--- src/rtl/pmon_pkg.sv ---
package pmon_pkg;
  localparam int CFG_W    = 32;
  localparam int NCTR     = 2;
  localparam int TB_N     = 4;
  localparam int TB_SEL_W = $clog2(TB_N);

  localparam int B_STOP   = 31;
  localparam int B_SUPOFF = 30;
  localparam int B_USROFF = 29;
  localparam int B_MHIOFF = 28;
  localparam int B_MLOOFF = 27;
  localparam int B_IEN    = 26;
  localparam int B_FRZ    = 25;
  localparam int B_TBSEL  = 23;
  localparam int B_TBIEN  = 22;
  localparam int B_IC0    = 15;

  localparam logic [CFG_W-1:0] CFG_MASK = 32'hFFC0_C000;

  function automatic logic count_blocked(logic [CFG_W-1:0] c, logic user, logic mark);
    return c[B_STOP]
         | (c[B_SUPOFF] & ~user) | (c[B_USROFF] & user)
         | (c[B_MHIOFF] & mark)  | (c[B_MLOOFF] & ~mark);
  endfunction

  function automatic logic [TB_SEL_W-1:0] tb_select(logic [CFG_W-1:0] c);
    return c[B_TBSEL +: TB_SEL_W];
  endfunction

  function automatic logic ctr_condition(logic [CFG_W-1:0] c, logic [NCTR-1:0] msb);
    logic hit;
    hit = 1'b0;
    for (int i = 0; i < NCTR; i++) hit = hit | (c[B_IC0 - i] & msb[i]);
    return c[B_IEN] & hit;
  endfunction

  function automatic logic tb_condition(logic [CFG_W-1:0] c, logic [TB_N-1:0] tbp);
    return c[B_IEN] & c[B_TBIEN] & tbp[tb_select(c)];
  endfunction
endpackage

--- src/rtl/pmon_cfg_reg.sv ---
module pmon_cfg_reg
  import pmon_pkg::*;
(
  input  logic             clk,
  input  logic             rst_n,
  input  logic             wr_en,
  input  logic [CFG_W-1:0] wdata,
  input  logic             sig_now,
  output logic [CFG_W-1:0] cfg_q,
  output logic             frozen_q
);
  logic release_wr;
  logic freeze_set;

  assign release_wr = wr_en & (~wdata[B_FRZ] | wdata[B_IEN]);
  assign freeze_set = sig_now & cfg_q[B_FRZ];

  always_ff @(posedge clk) begin
    if (!rst_n) begin
      cfg_q    <= '0;
      frozen_q <= 1'b0;
    end else begin
      if (wr_en)
        cfg_q <= wdata & CFG_MASK;
      else if (sig_now)
        cfg_q[B_IEN] <= 1'b0;
      if (release_wr)
        frozen_q <= 1'b0;
      else if (freeze_set)
        frozen_q <= 1'b1;
    end
  end
endmodule

--- src/rtl/pmon_irq.sv ---
module pmon_irq
  import pmon_pkg::*;
(
  input  logic             clk,
  input  logic             rst_n,
  input  logic [CFG_W-1:0] cfg,
  input  logic [NCTR-1:0]  msb,
  input  logic [TB_N-1:0]  tb_pulse,
  output logic             cond,
  output logic             irq_q
);
  logic ctr_hit;
  logic tb_hit;

  assign ctr_hit = ctr_condition(cfg, msb);
  assign tb_hit  = tb_condition(cfg, tb_pulse);
  assign cond    = ctr_hit | tb_hit;

  always_ff @(posedge clk) begin
    if (!rst_n) irq_q <= 1'b0;
    else        irq_q <= cond;
  end
endmodule

--- src/rtl/pmon_counter.sv ---
module pmon_counter #(
  parameter int W = 32
) (
  input  logic         clk,
  input  logic         rst_n,
  input  logic         ld,
  input  logic [W-1:0] ld_val,
  input  logic         inc,
  output logic [W-1:0] q
);
  always_ff @(posedge clk) begin
    if (!rst_n)   q <= '0;
    else if (ld)  q <= ld_val;
    else if (inc) q <= q + W'(1);
  end
endmodule

--- src/rtl/pmon_ctrl.sv ---
module pmon_ctrl
  import pmon_pkg::*;
#(
  parameter int CTR_W = 32
) (
  input  logic             clk,
  input  logic             rst_n,
  input  logic             cfg_wr_en,
  input  logic [CFG_W-1:0] cfg_wdata,
  output logic [CFG_W-1:0] cfg_rdata,
  input  logic [NCTR-1:0]  ctr_wr_en,
  input  logic [CTR_W-1:0] ctr_wdata,
  input  logic             priv_user,
  input  logic             proc_mark,
  input  logic [NCTR-1:0]  evt,
  input  logic [TB_N-1:0]  tb_pulse,
  output logic [CTR_W-1:0] ctr0_val,
  output logic [CTR_W-1:0] ctr1_val,
  output logic             irq
);
  logic [CFG_W-1:0] cfg;
  logic             frozen;
  logic             irq_cond;
  logic             count_ok;
  logic [NCTR-1:0]  msb;
  logic [CTR_W-1:0] ctr_q [NCTR];

  pmon_cfg_reg u_cfg (
    .clk(clk), .rst_n(rst_n), .wr_en(cfg_wr_en), .wdata(cfg_wdata),
    .sig_now(irq_cond), .cfg_q(cfg), .frozen_q(frozen)
  );

  pmon_irq u_irq (
    .clk(clk), .rst_n(rst_n), .cfg(cfg), .msb(msb),
    .tb_pulse(tb_pulse), .cond(irq_cond), .irq_q(irq)
  );

  assign count_ok = ~count_blocked(cfg, priv_user, proc_mark)
                  & ~frozen & ~(irq_cond & cfg[B_FRZ]);

  for (genvar i = 0; i < NCTR; i++) begin : g_ctr
    pmon_counter #(.W(CTR_W)) u_ctr (
      .clk(clk), .rst_n(rst_n), .ld(ctr_wr_en[i]), .ld_val(ctr_wdata),
      .inc(evt[i] & count_ok), .q(ctr_q[i])
    );
    assign msb[i] = ctr_q[i][CTR_W-1];
  end

  assign cfg_rdata = cfg;
  assign ctr0_val  = ctr_q[0];
  assign ctr1_val  = ctr_q[1];
endmodule

--- config.mk ---
export PLATFORM = sky130hd
export DESIGN_NAME = pmon_ctrl
export DESIGN_NICKNAME = d
export VERILOG_FILES = /design/src/rtl/pmon_pkg.sv /design/src/rtl/pmon_cfg_reg.sv /design/src/rtl/pmon_irq.sv /design/src/rtl/pmon_counter.sv /design/src/rtl/pmon_ctrl.sv
export SDC_FILE = /design/constraint.sdc
export NUM_CORES = 1
export LEC_CHECK = 0
export ABC_AREA = 1
export BUFFER_PORTS_ARGS = -buffer_cell sky130_fd_sc_hd__buf_2
export CAP_MARGIN = 20
export CELL_PAD_IN_SITES_DETAIL_PLACEMENT = 0
export CELL_PAD_IN_SITES_GLOBAL_PLACEMENT = 1
export CORE_MARGIN = 2
export CORE_UTILIZATION = 38
export DETAILED_ROUTE_END_ITERATION = 8
export HOLD_SLACK_MARGIN = 0.15
export PLACE_DENSITY_LB_ADDON = 0.1
export SETUP_SLACK_MARGIN = 0.4
export SLEW_MARGIN = 20
export SYNTH_ARGS = -nofsm -noshare
export SYNTH_HDL_FRONTEND = slang
export SYNTH_HIERARCHICAL = 1
export SYNTH_SLANG_ARGS = --single-unit
--- constraint.sdc ---
create_clock -name clk -period 3.8 [get_ports clk]
set_input_delay 0.38 -clock clk [delete_from_list [all_inputs] [get_ports clk]]
set_output_delay 0.38 -clock clk [all_outputs]
set_load 0.005 [all_outputs]
### Word-level counts from Yosys, hierarchy flattened

Cells that the tools add are included.
W data, S select, Z words.

* reduce and logical (&&, ||, !) cells: 4
* mux-type cells: 8
* $lt $le $gt $ge: 1
* add/subtract/negate cells: 2
* bitwise operators: 29

Operators with widths (number)
* $mux W32: 4
* $add A32 B1 Y32 const B: 2
* $and A1 B1 Y1: 15
* $not A1 Y1: 7
* $or A1 B1 Y1: 7
* $reduce_bool A2 Y1: 3
* $lt A2 B3 Y1 const B: 1
* $mux W1: 3
* $bmux W1 S2: 1
* $reduce_or A2 Y1: 1

* output and inout bits: 97
* bits of input ports: 77
* bits in registers: 78
* logic and storage cells: 50

### Depth between registers and ports, before layout

* word-level depth: 12
* depth in mapped cells: 17
* gate-level depth less buffers: 16

### Modules after synthesis

The synthesis kept the hierarchy.

By module, submodules not included
* pmon_counter: area an instance 2194.6 um^2, cells an instance 336, times used 2, sequential area each 640.6 um^2
* pmon_cfg_reg: area an instance 630.6 um^2, cells an instance 84, times used 1, sequential area each 260.2 um^2
* pmon_irq: area an instance 111.4 um^2, cells an instance 19, times used 1, sequential area each 20.0 um^2
* pmon_ctrl: area an instance 67.6 um^2, cells an instance 18, times used 1, sequential area each 0.0 um^2

### Worst setup path before layout

OpenSTA, ideal clock, no wires.

* path type: register to register
* start: reg u_cfg.cfg_q[23]
* end: reg g_ctr[0].u_ctr.q[16]
* path slack: 1.977 ns
* setup time: 0.068 ns
* arrival: 1.756 ns
* cell stages (with the launch flop): 17
* data required time: 3.732 ns
* path buffers: 2
* clock period less this slack: 1.823 ns
* path through: dfxtp_1 inv_1 nand2_1 nand3_2 nand3_2 nand2_1 nand2_1 nand2_1 nor2_1 nand2_1 nor2_1 buf_2 nand2_1 inv_2 buf_2 nand3_1 a21oi_2

* longest elaborated chain between the ends: 9

Ends and longest elaborated chain
* from (decl): line pmon_cfg_reg.sv:9 `output logic [CFG_W-1:0] cfg_q,`
* from (signal assigned): line pmon_cfg_reg.sv:24 `cfg_q <= wdata & CFG_MASK;`
* $bmux W1 S2: line pmon_pkg.sv:38 `return c[B_IEN] & c[B_TBIEN] & tbp[tb_select(c)];`
* $mux W1 (implied by the code): line pmon_pkg.sv:38
* $and A1 B1 Y1: line pmon_pkg.sv:38
* $or A1 B1 Y1: line pmon_irq.sv:17 `assign cond = ctr_hit | tb_hit;`
* named net irq_cond: line pmon_ctrl.sv:23 `logic irq_cond;`
* $and A1 B1 Y1: line pmon_ctrl.sv:39 `& ~frozen & ~(irq_cond & cfg[B_FRZ]);`
* $not A1 Y1: line pmon_ctrl.sv:39
* $and A1 B1 Y1: line pmon_ctrl.sv:39
* $and A1 B1 Y1: line pmon_ctrl.sv:44 `.inc(evt[i] & count_ok), .q(ctr_q[i])`
* $reduce_bool A2 Y1 (no source line)
* to (signal assigned): line pmon_counter.sv:13 `else if (ld) q <= ld_val;`
* to (signal assigned): line pmon_counter.sv:14 `else if (inc) q <= q + W'(1);`
* to (decl): line pmon_counter.sv:9 `output logic [W-1:0] q`

The timed path passes the listed nets, and every way through them passes these cells. The select of a mux whose other input is x is not followed.
A chain may end at the register's enable or synchronous reset.

### Final worst setup path

* start: reg u_cfg.cfg_q[23]
* end: reg g_ctr[0].u_ctr.q[4]

Same word-level chain as after synthesis.

==> results by stage <==
Power:
- Of the total power, the clock network draws a little over two fifths.
- The switching share of power is 28.8%.
- The cell internal power dissipation is around 1.5 mW.
- The net switching power is 623 uW.
- The leakage component of the power is 2.77 nW.
- Combinational logic is responsible for 14.5% of the overall power.
- In this run the power density over the cells is 349 nW/um2.
- The share of power burned in registers is between 40% and 50%.
- The worst supply voltage drop on vdd is around 0.18 mV.
- The total power consumption of the routed design is 2.17 mW.

Synth:
- Synthesis produced about 790 cells.
- The cell area that synthesis handed to floorplanning was 5200 um2.
- The count of different cell masters after synthesis is 33.
- The most used flip-flop cell after synthesis is dfxtp_1.
- Yosys printed 6 warnings.
- After synthesis, the mean cell area works out to ~6.6 um2.
- The register bit total from synthesis is 78.
- Counting flops with an async set or reset pin after synthesis yields a share of 0%.
- The count of flip-flops with a built-in enable after synthesis is 0.
- For this run, the register share of the synthesized area comes to 30.0%.

Global route:
- After global routing the overflow that remains totals 0.
- The first global-routing pass estimated 26,500 um of wire.
- Global routing consumed, on the met3 layer, roughly 3.8% of the routing resources.
- met2 is the most crowded layer.
- The number of global-route vias before repair is 5,043.
- The number of antenna violations at the first check in global routing is 0.
- Global routing used 36.8% of the available met2 tracks.
- Global routing used 31.7% of the available met1 tracks.
- The largest net degree at the start of global routing is 32.
- Global routing used 23.2% of the available tracks across all layers.

Floorplanning:
- The starting utilization of the core area is 39.1%.
- The floorplan step defined a core boundary enclosing around 13,000 um2.
- The I/O pin count is roughly 170.
- The die extent in y is 121 um.
- The overall die area is 14,600 um2.
- The overall die width is 121 um.
- The floorplan has 42 rows.

Clock tree:
- The tree is rooted in a clkbuf_16.
- Clock latency on the worst-skew pair, taken at its later pin, is around 0.34 ns.
- The number of clock sinks is 78.
- After clock tree synthesis, the repair step resized 0 gates.
- Counting the buffers created by CTS gives 9.
- The number of buffers on the longest clock path is 2.
- The number of setup buffers added after CTS is 0.
- The H-tree generated during clock tree synthesis spans 3 levels.
- TritonCTS built the clock tree.
- After clock tree synthesis, the clock-pin slew on the worst setup and hold paths is around 0.060 ns.
- In this run, post-CTS hold repair placed 0 buffers.

Setup path:
- Setup slack on the worst reg-to-reg path comes out at ~1.2 ns.
- The critical path goes through inv_1 -> nand2_1 -> nand3_2 -> nand3_2 -> nand2_1 -> nand2_1 -> nand2_1 -> nor2_1 -> nand2_1 -> nor2_1 -> nand2_1 -> inv_2 -> o211ai_1 -> a31oi_1.
- The kind of critical path is flip-flop to flip-flop.
- STA puts the critical path data required time at a little over 4 ns.
- The number of cells on the worst reg-to-reg path is 14.
- The worst setup path is captured at a flip-flop.
- The cell occurring most often along the worst timing path is nand2_1.
- Along the worst path, the maximum fanout reaches 25.
- The data arrival time of the critical path is 2.87 ns.
- The slowest stage of the critical path belongs to the cell inv_2.
- The startpoint kind of the worst setup timing path is a flip-flop.
- The delay contributed by the slowest stage of the critical path is 0.44 ns.

STA:
- The total negative slack is 0 ns.
- The total count of max-transition violations in the final report is 0.
- The achievable frequency is 0.381 GHz.
- The tightest slew margin relative to the limit is 43.5%.
- The final critical path takes up 69.1% of the cycle.
- The count of endpoints failing hold in the final timing report is 0.
- Setup repair after global routing left no endpoint under its margin.
- Setup violations remaining at the end of the flow were counted as 0.
- For the pin with the worst max-slew slack, the measured transition is 0.843 ns.
- The smallest clock period supported by the final layout is computed as 2.63 ns.
- Clock skew on the completed layout was measured at 0.00484 ns.

Final layout:
- The final net count is approximately 1,000.
- Leaving out fill and tap cells, the most frequent cell in the layout is nand2_1.
- The synthesis-to-finish area growth is 19.4%.
- The number of diodes is 0.
- The library cells used most frequently in the layout, excluding fill and tap cells, are 217 x nand2_1, 133 x buf_2, 92 x nor2_1.
- After filler insertion, the fill cell instance count of the layout stands at between 1,000 and 1,500.
- The share of layout cells above drive strength 1 is 24.2%.

Route:
- The first detailed-routing pass took 5 iterations.
- The count of unresolved DRC violations after routing is 0.
- Using the TritonRoute via totals, the vias-per-cell ratio works out to 5.00.
- The routed length per instance is around 15 um.
- The detailed router finished its first iteration with 300 violations.
- The total via count in the routed design is about 5,500.
- In this run the remaining antenna-violating nets after routing total 0.
- Summed over all layers, the routed wires come to between 15,000 and 20,000 um.

Place:
- Detailed placement finished with a half-perimeter wire length of 12,700 um.
- The routability-driven placement congestion ratio is 0.900.
- The total of buffers placed on input and output ports is 133.

Outcome:
- The flow ran to the end, and the final reports show no timing, DRC or antenna violations.

Min path:
- The path class of the tightest hold or removal check is input pin to flip-flop.
- Along the worst hold path, the cell count comes to 3.

Flow run:
- Max-cap violations in this run came to 0.
through the flow:
step	util, %	cell area, um2	hold slack [ns]	cells	worst slack (ns)
2_1_floorplan	-	5270	0.478	812	1.98
3_3_place_gp	44.4	5900	0.487	1081	1.15
3_5_place_dp	44.4	5900	0.507	1081	1.12
4_1_cts	46.7	6210	0.250	1097	1.17
5_1_grt	46.7	6210	0.264	1097	0.884
6_report	46.7	6210	0.259	1097	1.17
power by group through the flow:
| stage | Clock [mW] | Combinational, mW | Sequential (mW) |
|---|---|---|---|
| 3_3_place_gp | 0 | 0.311 | 0.966 |
| 6_report | 0.901 | 0.314 | 0.951 |
| 3_5_place_dp | 0 | 0.316 | 0.968 |
| 2_1_floorplan | 0 | 0.194 | 0.950 |
| 5_1_grt | 0.967 | 0.353 | 0.960 |
| 4_1_cts | 0.927 | 0.317 | 0.950 |
critical path: cells and delay by family, from the launching register on:
kind | cells | cell delay [ns]
buffers and inverters | 2 | 0.51
flip-flops | 1 | 0.39
AO/OA/AOI/OAI | 2 | 0.32
AND/OR/NAND/NOR | 10 | 1.30
Yosys cell counts, types with 6 or more instances:
cell | instances | area share, %
a21oi_1 | 51 | 4.9
a22oi_1 | 46 | 6.6
a31oi_1 | 6 | 0.72
buf_2 | 12 | 1.2
buf_4 | 22 | 3.2
clkbuf_1 | 6 | 0.43
dfxtp_1 | 78 | 30
inv_1 | 64 | 4.6
inv_2 | 9 | 0.65
nand2_1 | 217 | 16
nand2_2 | 16 | 1.9
nand3_1 | 70 | 6.7
nor2_1 | 92 | 6.6
nor2_2 | 6 | 0.72
nor2_4 | 22 | 4.8
o21ai_0 | 15 | 1.4
o21ai_1 | 6 | 0.58
or2_2 | 6 | 0.72
xor2_1 | 16 | 2.7
per-layer routing:
metal | share of wire [%] | wire (um)
met5 | 0 | 0
met4 | 2.2 | 371
met3 | 5.8 | 973
met2 | 46 | 7600
met1 | 46 | 7730
sequential cells by signal, indices dropped and copies added (netlist names):
signal	count
u_cfg/cfg_q	12
u_cfg/frozen_q	1
g_ctr.u_ctr/q	64
u_irq/irq_q	1
area by class of cell:
cell class              count  area, um2  area share, %
multi-input cells         616       3160           50.9
clock inverters             3       42.5          0.685
clock buffers              13        260           4.19
repair buffers            135        681           11.0
flip-flops and latches     78       1560           25.2
inverters                  76        285           4.60
well taps                 176        220           3.55
cell families (layout without fill, tap and decap cells):
family | Yosys count | count (layout) | share of synthesized area [%]
AOI/OAI and AO/OA | 132 | 132 | 15.6
xor gates and xnor gates | 20 | 20 | 3.37
adders and majority gates | 2 | 2 | 0.481
buffers and inverters | 118 | 227 | 10.6
DFF | 78 | 78 | 30.0
other | 1 | 20 | 0.0721
and+or+nand+nor | 442 | 442 | 39.8
worst paths after layout:
path,end,from
max,g_ctr[0].u_ctr/q[4],u_cfg/cfg_q[23]
min,u_cfg/cfg_q[27],cfg_wdata[27]
max reg2reg,g_ctr[0].u_ctr/q[4],u_cfg/cfg_q[23]
min reg2reg,u_cfg/cfg_q[31],u_cfg/cfg_q[31]
(Power assumes the default switching activity.)
